### src/rtl/thermo_pkg.sv
package thermo_pkg;
  localparam int TW        = 16;
  localparam int RES_W     = 2;
  localparam int CSEL_W    = 2;
  localparam int CNT_W     = 3;
  localparam int MIN_KEEP  = 9;
  localparam int BASE_DROP = TW - MIN_KEEP;

  typedef enum logic {MODE_CMP = 1'b0, MODE_INT = 1'b1} mode_e;
  typedef enum logic {WATCH_HI = 1'b0, WATCH_LO = 1'b1} watch_e;

  typedef struct packed {
    logic [TW-1:0]     hi;
    logic [TW-1:0]     lo;
    logic [RES_W-1:0]  res;
    logic [CSEL_W-1:0] csel;
    mode_e             mode;
    logic              pol;
  } cfg_t;

  // ones in the kept (upper) bit positions
  function automatic logic [TW-1:0] keep_mask(logic [RES_W-1:0] res);
    int drop;
    drop = BASE_DROP - int'(res);
    return {TW{1'b1}} << drop;
  endfunction

  function automatic logic [CNT_W-1:0] fault_limit(logic [CSEL_W-1:0] sel);
    logic [CNT_W-1:0] lim;
    case (sel)
      2'd0:    lim = CNT_W'(1);
      2'd1:    lim = CNT_W'(2);
      2'd2:    lim = CNT_W'(4);
      default: lim = CNT_W'(6);
    endcase
    return lim;
  endfunction
endpackage

### src/rtl/thermo_rst_sync.sv
module thermo_rst_sync #(
  parameter int STAGES = 2
) (
  input  logic clk_i,
  input  logic rst_ni,
  output logic rst_no
);
  logic [STAGES-1:0] sync_q;

  always_ff @(posedge clk_i or negedge rst_ni) begin
    if (!rst_ni) sync_q <= '0;
    else         sync_q <= {sync_q[STAGES-2:0], 1'b1};
  end

  assign rst_no = sync_q[STAGES-1];
endmodule

### src/rtl/thermo_cfg.sv
module thermo_cfg
  import thermo_pkg::*;
#(
  parameter logic [TW-1:0] HI_RESET = 16'h5000,
  parameter logic [TW-1:0] LO_RESET = 16'h4B00
) (
  input  logic              clk_i,
  input  logic              rst_ni,
  input  logic              load_i,
  input  logic [TW-1:0]     hi_i,
  input  logic [TW-1:0]     lo_i,
  input  logic [RES_W-1:0]  res_i,
  input  logic [CSEL_W-1:0] csel_i,
  input  logic              mode_i,
  input  logic              pol_i,
  output cfg_t              cfg_o,
  output logic              mode_chg_o
);
  cfg_t cfg_q, cfg_d;
  cfg_t cfg_new;

  always_comb begin
    cfg_new.hi   = hi_i;
    cfg_new.lo   = lo_i;
    cfg_new.res  = res_i;
    cfg_new.csel = csel_i;
    cfg_new.mode = mode_e'(mode_i);
    cfg_new.pol  = pol_i;
  end

  always_comb begin
    cfg_d = cfg_q;
    if (load_i) cfg_d = cfg_new;
  end

  always_ff @(posedge clk_i or negedge rst_ni) begin
    if (!rst_ni) begin
      cfg_q.hi   <= HI_RESET;
      cfg_q.lo   <= LO_RESET;
      cfg_q.res  <= '0;
      cfg_q.csel <= '0;
      cfg_q.mode <= MODE_CMP;
      cfg_q.pol  <= 1'b0;
    end else begin
      cfg_q <= cfg_d;
    end
  end

  assign cfg_o      = cfg_q;
  assign mode_chg_o = load_i && (cfg_new.mode != cfg_q.mode);
endmodule

### src/rtl/thermo_mask.sv
module thermo_mask
  import thermo_pkg::*;
(
  input  logic [TW-1:0]    temp_i,
  input  logic [RES_W-1:0] res_i,
  output logic [TW-1:0]    temp_o
);
  logic [TW-1:0] keep;

  assign keep = keep_mask(res_i);

  for (genvar b = 0; b < TW; b++) begin : g_bit
    if (b >= BASE_DROP) begin : g_fixed
      assign temp_o[b] = temp_i[b];
    end else begin : g_sel
      assign temp_o[b] = temp_i[b] & keep[b];
    end
  end
endmodule

### src/rtl/thermo_fault.sv
module thermo_fault
  import thermo_pkg::*;
(
  input  logic              clk_i,
  input  logic              rst_ni,
  input  logic              step_i,
  input  logic              hit_i,
  input  logic              restart_i,
  input  logic [CSEL_W-1:0] csel_i,
  output logic              fire_o,
  output logic [CNT_W-1:0]  cnt_o
);
  logic [CNT_W-1:0] cnt_q, cnt_d;
  logic [CNT_W-1:0] limit;
  logic [CNT_W-1:0] cnt_inc;
  logic             reach;

  assign limit   = fault_limit(csel_i);
  assign cnt_inc = cnt_q + CNT_W'(1);
  assign reach   = (cnt_inc >= limit);
  assign fire_o  = step_i && hit_i && !restart_i && reach;

  always_comb begin
    cnt_d = cnt_q;
    if (restart_i)                 cnt_d = '0;
    else if (step_i && !hit_i)     cnt_d = '0;
    else if (step_i && reach)      cnt_d = '0;
    else if (step_i)               cnt_d = cnt_inc;
  end

  always_ff @(posedge clk_i or negedge rst_ni) begin
    if (!rst_ni) cnt_q <= '0;
    else         cnt_q <= cnt_d;
  end

  assign cnt_o = cnt_q;
endmodule

### src/rtl/thermo_alarm.sv
module thermo_alarm
  import thermo_pkg::*;
#(
  parameter logic [15:0] HI_RESET = 16'h5000,
  parameter logic [15:0] LO_RESET = 16'h4B00
) (
  input  logic        clk_i,
  input  logic        rst_ni,
  input  logic        conv_valid_i,
  input  logic [15:0] conv_temp_i,
  input  logic        cfg_load_i,
  input  logic [15:0] cfg_hi_i,
  input  logic [15:0] cfg_lo_i,
  input  logic [1:0]  cfg_res_i,
  input  logic [1:0]  cfg_cnt_i,
  input  logic        cfg_mode_i,
  input  logic        cfg_pol_i,
  input  logic        reg_read_i,
  input  logic        shutdown_i,
  output logic        alarm_o,
  output logic [15:0] temp_o
);
  logic             rst_n;
  cfg_t             cfg;
  logic             mode_chg;
  logic [TW-1:0]    masked;
  logic             conv_ok;
  logic             step;
  logic             hit;
  logic             restart;
  logic             fire;
  logic [CNT_W-1:0] fault_cnt;
  logic             int_mode;

  logic             alarm_q, alarm_d;
  watch_e           watch_q, watch_d;
  logic [TW-1:0]    temp_q;
  logic             temp_en;

  thermo_rst_sync #(.STAGES(2)) u_rst (
    .clk_i (clk_i),
    .rst_ni(rst_ni),
    .rst_no(rst_n)
  );

  thermo_cfg #(.HI_RESET(HI_RESET), .LO_RESET(LO_RESET)) u_cfg (
    .clk_i     (clk_i),
    .rst_ni    (rst_n),
    .load_i    (cfg_load_i),
    .hi_i      (cfg_hi_i),
    .lo_i      (cfg_lo_i),
    .res_i     (cfg_res_i),
    .csel_i    (cfg_cnt_i),
    .mode_i    (cfg_mode_i),
    .pol_i     (cfg_pol_i),
    .cfg_o     (cfg),
    .mode_chg_o(mode_chg)
  );

  thermo_mask u_mask (
    .temp_i(conv_temp_i),
    .res_i (cfg.res),
    .temp_o(masked)
  );

  assign int_mode = (cfg.mode == MODE_INT);
  assign conv_ok  = conv_valid_i && !shutdown_i;
  assign step     = conv_ok && !alarm_q;
  assign restart  = shutdown_i || cfg_load_i;

  always_comb begin
    if (int_mode && watch_q == WATCH_LO) hit = ($signed(masked) < $signed(cfg.lo));
    else                                 hit = ($signed(masked) >= $signed(cfg.hi));
  end

  thermo_fault u_fault (
    .clk_i    (clk_i),
    .rst_ni   (rst_n),
    .step_i   (step),
    .hit_i    (hit),
    .restart_i(restart),
    .csel_i   (cfg.csel),
    .fire_o   (fire),
    .cnt_o    (fault_cnt)
  );

  // alarm / watch next state
  always_comb begin
    alarm_d = alarm_q;
    watch_d = watch_q;
    if (mode_chg) begin
      alarm_d = 1'b0;
      watch_d = WATCH_HI;
    end else if (int_mode) begin
      if (fire) begin
        alarm_d = 1'b1;
        watch_d = (watch_q == WATCH_HI) ? WATCH_LO : WATCH_HI;
      end else if (reg_read_i || shutdown_i) begin
        alarm_d = 1'b0;
      end
      if (shutdown_i) watch_d = WATCH_HI;
    end else begin
      if (fire)
        alarm_d = 1'b1;
      else if (alarm_q && conv_ok && ($signed(masked) < $signed(cfg.lo)))
        alarm_d = 1'b0;
      watch_d = WATCH_HI;
    end
  end

  assign temp_en = conv_ok;

  always_ff @(posedge clk_i or negedge rst_n) begin
    if (!rst_n) begin
      alarm_q <= 1'b0;
      watch_q <= WATCH_HI;
    end else begin
      alarm_q <= alarm_d;
      watch_q <= watch_d;
    end
  end

  always_ff @(posedge clk_i or negedge rst_n) begin
    if (!rst_n)       temp_q <= '0;
    else if (temp_en) temp_q <= masked;
  end

  assign alarm_o = cfg.pol ? alarm_q : !alarm_q;
  assign temp_o  = temp_q;
endmodule

### config.mk
export PLATFORM = sky130hd
export DESIGN_NAME = thermo_alarm
export DESIGN_NICKNAME = d
export VERILOG_FILES = /design/src/rtl/thermo_pkg.sv /design/src/rtl/thermo_rst_sync.sv /design/src/rtl/thermo_cfg.sv /design/src/rtl/thermo_mask.sv /design/src/rtl/thermo_fault.sv /design/src/rtl/thermo_alarm.sv
export SDC_FILE = /design/constraint.sdc
export NUM_CORES = 1
export LEC_CHECK = 0
export ABC_CLOCK_PERIOD_IN_PS = 2000
export BUFFER_PORTS_ARGS = -buffer_cell sky130_fd_sc_hd__buf_2
export CAP_MARGIN = 20
export CORE_ASPECT_RATIO = 0.75
export CORE_MARGIN = 10
export CORE_UTILIZATION = 53
export DETAILED_ROUTE_END_ITERATION = 8
export GPL_ROUTABILITY_DRIVEN = 0
export GPL_TIMING_DRIVEN = 0
export HOLD_SLACK_MARGIN = 0.06
export PLACE_DENSITY = 0.8
export SLEW_MARGIN = 5
export SYNTH_ARGS = -nofsm -noshare
export SYNTH_HDL_FRONTEND = slang
export SYNTH_SLANG_ARGS = --single-unit
### constraint.sdc
create_clock -name clk_i -period 2 [get_ports clk_i]
set_input_delay 0.2 -clock clk_i [delete_from_list [all_inputs] [get_ports clk_i]]
set_output_delay 0.2 -clock clk_i [all_outputs]
set_load 0.005 [all_outputs]
Yosys cells after proc, flatten, opt, wreduce, memory -nomap -nowiden
Index checks and enable logic that the tools add are counted.

operators by class
  equality and inequality tests = 5
  shift operators = 1
  multiplexer cells = 18
  magnitude comparators = 3
  add/subtract/negate cells = 2
  reductions and logical operators = 21
  bitwise logic cells = 7

operator list
  kind                                                                    number
  16-bit by 32-bit << shifter with 7-bit output (first input constant)    1
  16-bit >= comparator                                                    1
  16-bit < comparator                                                     1
  1-bit two-way mux                                                       13
  3-bit two-way mux                                                       4
  1-bit logical AND                                                       11
  3-bit one-hot mux with 3 select lines                                   1
  4-bit != test (second input constant)                                   2
  4-bit nonzero test                                                      2
  1-bit AND                                                               7
  1-bit logical NOT                                                       4
  3-bit by 2-bit subtractor with 4-bit output (first input constant)      1
  3-bit by 1-bit adder with 3-bit output (second input constant)          1
  3-bit >= comparator                                                     1
  2-bit by 1-bit equality test with 1-bit output (second input constant)  1
  2-bit equality test (second input constant)                             1
  2-bit logical NOT                                                       1
  1-bit logical OR                                                        2
  2-bit AND reduction                                                     1
  1-bit != test                                                           1

storage, ports and cells
  output and inout port bits = 17
  word-level logic and storage cells = 68
  input port bits = 60
  register bits after elaboration = 61

Longest topological paths before layout
  depth after elaboration = 12
  depth in mapped cells = 9

Hierarchy
Synthesis repeated with hierarchy kept, for this count alone.

second synthesis, totals
  cell total of the unflattened synthesis = 322
  area, all modules = 3448.3 µm²

by module, submodules not included
  module           area each (µm²)  seq. area each (µm²)  cells an instance  instances
  thermo_alarm     1554.0           450.4                 193                1
  thermo_cfg       1472.7           958.4                 82                 1
  thermo_fault     245.2            75.1                  27                 1
  thermo_mask      122.6            0.0                   17                 1
  thermo_rst_sync  53.8             50.0                  3                  1

Worst setup path before layout
OpenSTA, ideal clock, no wires.

  kind = register to register
  start point = reg u_cfg.cfg_q, in the netlist u_cfg.cfg_o[4]
  end point = reg alarm_q
  library setup time = 130 ps
  arrival = 2452 ps
  data required time = 1870 ps
  stages on the path, launching flop included = 10
  buffers on the path = 0
  setup slack = -582 ps
  cells stage by stage = dfrtp_1 and3_1 ha_1 or4b_4 o41ai_2 o2111ai_1 nand3_2 mux2_2 o311a_1 a2bb2oi_2

between the ends
  longest elaborated chain between the ends = 11
  elaborated cells on any way between the ends = 23
  classes of those cells = add/sub: 1; order compare: 2; eq/ne: 1; shift: 1; mux: 5; bitwise: 7; reduce/logical: 6

ends and longest elaborated chain
  item                                                                line                                                         text
  from (decl)                                                         thermo_cfg.sv:19                                             cfg_t cfg_q, cfg_d;
  from (signal assigned)                                              thermo_cfg.sv:45                                             cfg_q <= cfg_d;
  3-bit by 2-bit subtractor with 4-bit output (*)                     thermo_pkg.sv:24                                             drop = BASE_DROP - int'(res);
  16-bit by 32-bit << shifter with 7-bit output (*)                   thermo_pkg.sv:25                                             return {TW{1'b1}} << drop;
  1-bit AND (*)                                                       thermo_mask.sv:16                                            assign temp_o[b] = temp_i[b] & keep[b];
  via masked[4]                                                       thermo_alarm.sv:26                                           logic [TW-1:0] masked;
  16-bit >= comparator / 16-bit < comparator (equally long branches)  thermo_alarm.sv:73, thermo_alarm.sv:72, thermo_alarm.sv:105
  1-bit two-way mux                                                   thermo_alarm.sv:72                                           if (int_mode && watch_q == WATCH_LO) hit = ($signed(masked) < $signed(cfg.lo));
  1-bit logical AND (3 in series)                                     thermo_fault.sv:21                                           assign fire_o = step_i && hit_i && !restart_i && reach;
  1-bit two-way mux, on equally long branches                         thermo_alarm.sv:103, thermo_alarm.sv:95
  1-bit two-way mux                                                   thermo_alarm.sv:94                                           end else if (int_mode) begin
  1-bit two-way mux                                                   thermo_alarm.sv:91                                           if (mode_chg) begin
  to (signal assigned)                                                thermo_alarm.sv:118                                          alarm_q <= alarm_d;
  to (decl)                                                           thermo_alarm.sv:35                                           logic alarm_q, alarm_d;

Mark *: on every way through the listed nets, which the timed path passes. The rest lies on a longest branch.
A chain may end at the register's enable or synchronous reset.

Worst setup path after layout
Same ends and word-level chain as after synthesis.

==> results.md <==
- Status: finished with violations
- Violated checks: setup timing
- I/O pin cnt: 77
- Total power: 0.002866 W
- Clock buffer depth: 2
- Setup crit start: u_cfg.cfg_o[4]$_DFFE_PN0P_
- Critical R2R Launch: u_cfg.cfg_o[4]$_DFFE_PN0P_
- Final Skew: 0.003856 ns
- Die area: 9069 sq um
- Pin count of the biggest net entering global routing: 33
- Top cell type by total area after synthesis: dfrtp_1
- Final setup violation count: 5
- Max Clk Rate: 0.3656 GHz
- Core ar.: 5410 sq um
- Hold slack: 0.07218 ns
- Final wirelength: 7.600 mm
- Clk pin slew, worst setup/hold paths: approximately 0.06 ns
- First drt pass iteration count: 4
- Layout Cells excl Fill: 472
- Clock Sinks: 57
- Port bufs: 68
- Total global routing overflow: 0
- ANT nets after route: 0
- Fin worst setup slack: -0.7354 ns
- Clk network pwr share: 34.5%
- Hold path depth: 3
- Starting Density: 55.20%
- Critical path fanouts, max: 2
- RSZ-0062 raised after global routing: yes
- Maximum vdd drop: 496.1 uV
- Tcrit/Tclk final: 136.8%
- Fin. Hold Viols: 0
- DRC Markers: 0
- Worst r2r dst: alarm_q$_DFFE_PN0P_
- All-Layer GR Usage: between 10% and 20%
- Die Span X: 106.7 um
- Synth area leaders: dfrtp_1 43%, ha_1 12%, nand2_1 8.5%
- CTS H-tree lvls: 3
- Worst EP required: approximately 2.2 ns
- Crit-path cells: and3_4, ha_4, or4b_4, o41ai_4, o2111ai_2, nand3_2, mux2_2, o311a_1, a2bb2oi_2
- Reg-to-reg slack, setup: -0.74 ns
- Design area: 3804 sq um
- Mapped Cells: 300
- Slowest stage cell, crit path: or4b_4
- Reg2reg path depth: 9
- Slew headroom: 59.81%
- Hpwl dp: around 5.7 mm
- Cell Pwr Density: 753.5 nW/um^2
- Crit path arrival time: 2.95 ns
- P&R area growth vs syn: 27.36%
- Layout cell share with drive strength beyond 1: 32.49%
- Largest stage delay, worst path: ~0.47 ns
- Distinct cells, synth: 46
- CTS tree: done
- First-pass GRT wire length: 12.43 mm
- CP bufs+invs: 0
- Worst-Margin Slew: around 0.60 ns
- Period minus WS final: around 2.7 ns
- Synthesis-stage register bit count: 57
- # rows: 23
- Fin nets: 480
- Max Transition Viols Final: 0
- Worst path depth: 9
- Post-DP Area: ~3500 sq um
- Placed Cells: between 400 and 500
- CTS buffer count: 9
- Antenna Cells: 0
- Root Buffer: clkbuf_8
- Switching Power: 0.0007843 W
- Sequential area share after synthesis: between 40% and 50%
- Worst setup endpoint: alarm_q$_DFFE_PN0P_
- Critical path class: flip-flop to flip-flop
- Logic gate share of total power: between 10% and 20%
- Post-DR vias/cell: between 5 and 6
- Max-cap viol count: 0
- Net Sw Frac: 27.37%
- Seq pwr share: 46.2%
- Hold crit path type: primary input to flip-flop
- Int Power: between 0.002 and 0.0025 W
- Initial DRC count: 117
- Post-Synthesis Cell Area: 2987 sq um
- Die height: 85.01 um
- Vias in the first global route: 2612
- CP Capture Type: flip-flop
- Worst skew pair latency: 0.34 ns
- Avg WL per Cell: 16.10 um
- Syn_area_per_cell: 9.955 sq um
- Leakage power: 1.942 nW
- Antenna violations before repair: 0
- Post-synth top area share: a little over two fifths
- Type of origin of the critical path: flip-flop
- Fin Setup TNS: -3.157 ns
- Crit path max-delay family: compound AO/OA/AOI/OAI gates
- Syn. warnings: 0
- Via count: 2409
cells in the final DEF, fill, tap and decap left out, types with 2 or more instances in the layout:
| cell | n |
|---|---|
| dfstp_2 | 6 |
| inv_1 | 30 |
| clkbuf_1 | 10 |
| o21ai_1 | 7 |
| buf_1 | 3 |
| xor2_1 | 2 |
| o2111ai_1 | 2 |
| conb_1 | 5 |
| nor3_1 | 3 |
| clkbuf_8 | 12 |
| dfrtp_1 | 50 |
| ha_4 | 2 |
| o21a_1 | 4 |
| buf_2 | 68 |
| ha_1 | 26 |
| or4b_4 | 2 |
| o21ai_0 | 21 |
| mux2_2 | 14 |
| nand2_1 | 68 |
| buf_4 | 7 |
| nor2_1 | 4 |
| dlygate4sd3_1 | 5 |
| nand4_1 | 2 |
| a21o_1 | 4 |
| a22o_1 | 2 |
| a21oi_1 | 9 |
sequential cells by signal, summed over array words and instances, names as in the netlist:
register       count
u_rst.sync_q       2
temp_o            12
u_fault.cnt_o      3
u_cfg.cfg_o       38
watch_q            1
alarm_q            1
what timing repair did:
item / CTS / global route
hold buffers: 5 / 0
gates resized for setup: 10 / 1
pin swaps: 6 / 2
setup endpoints to repair: 5 / 5
hold endpoints to repair: 6 / 0
setup buffers: 4 / 0
power groups by stage:
stage / logic [W] / registers (W) / clock network, W
floorplan: 0.000303 / 0.00134 / 0
global placement: 0.000464 / 0.00135 / 0
detailed placement: 0.000502 / 0.00135 / 0
CTS: 0.000552 / 0.00133 / 0.00101
global route: 0.000629 / 0.00134 / 0.00108
finish: 0.000553 / 0.00132 / 0.000988
routing by layer:
layer	GRT usage, %	routed length, um	vias up	share of wire (%)
li1	-	-	1185	-
met1	20.49	3188	1123	42
met2	28.08	3562	91	47
met3	6.949	751	10	9.9
met4	6.258	97	0	1.3
met5	0	0	-	0
through the flow:
stage / setup WS (ns) / utilization [%]
final: -0.7354 / 70.31
after global routing: -0.8068 / 70.31
after CTS: -0.7415 / 70.19
after detailed placement: -0.7846 / 63.99
after global placement: -0.7914 / 63.60
after floorplan: -0.5732 / -
layout make-up:
cell class	count	area, sq um
sequential	57	1435
buffer	13	63.81
inverter	31	116.4
clock buffer	16	180.2
timing repair buffer	78	444.2
fill	434	1607
multi-input combinational	202	1470
tap	75	93.84
worst min path at each step:
stage | start | to
after floorplan | rst_ni | u_rst.sync_q[0]$_DFF_PN0_
after global placement | rst_ni | u_rst.sync_q[0]$_DFF_PN0_
after detailed placement | rst_ni | u_rst.sync_q[0]$_DFF_PN0_
after CTS | cfg_hi_i[10] | u_cfg.cfg_o[32]$_DFFE_PN0P_
after global routing | cfg_lo_i[11] | u_cfg.cfg_o[17]$_DFFE_PN1P_
final | cfg_lo_i[10] | u_cfg.cfg_o[16]$_DFFE_PN0P_
cells by family after synthesis:
| family | Yosys count | share of synthesized area [%] |
|---|---|---|
| simple gates | 90 | 13.66 |
| compound gates | 59 | 13.11 |
| flops | 57 | 48.01 |
| buf+inv | 44 | 6.033 |
| fa+ha+maj | 28 | 11.73 |
| mux | 17 | 6.326 |
| xor+xnor | 3 | 0.8799 |
| other cells | 2 | 0.2515 |
worst min-delay path, cell delays in order:
cell	delay, ns
buf_2	0.08
nand2_1	0.04
o21ai_0	0.05
synth_stat cells (all sizes together):
cell type  number
a211oi          1
a21o            5
a21oi          10
a22o            2
a2bb2oi         1
and2            2
and3            1
buf             7
clkbuf          6
conb            2
dfrtp          51
dfstp           6
ha             28
inv            31
mux2           15
mux2i           2
nand2          68
nand2b          1
nand3           2
nand4           2
nand4b          1
nor2            4
nor2b           1
nor3            4
nor3b           1
o2111ai         3
o21a            4
o21ai          28
o221ai          1
o22ai           1
o311a           1
o31ai           1
o41ai           1
or2b            1
or4b            2
xnor2           1
xor2            2
Note: power is estimated with default switching activity, not from simulation.
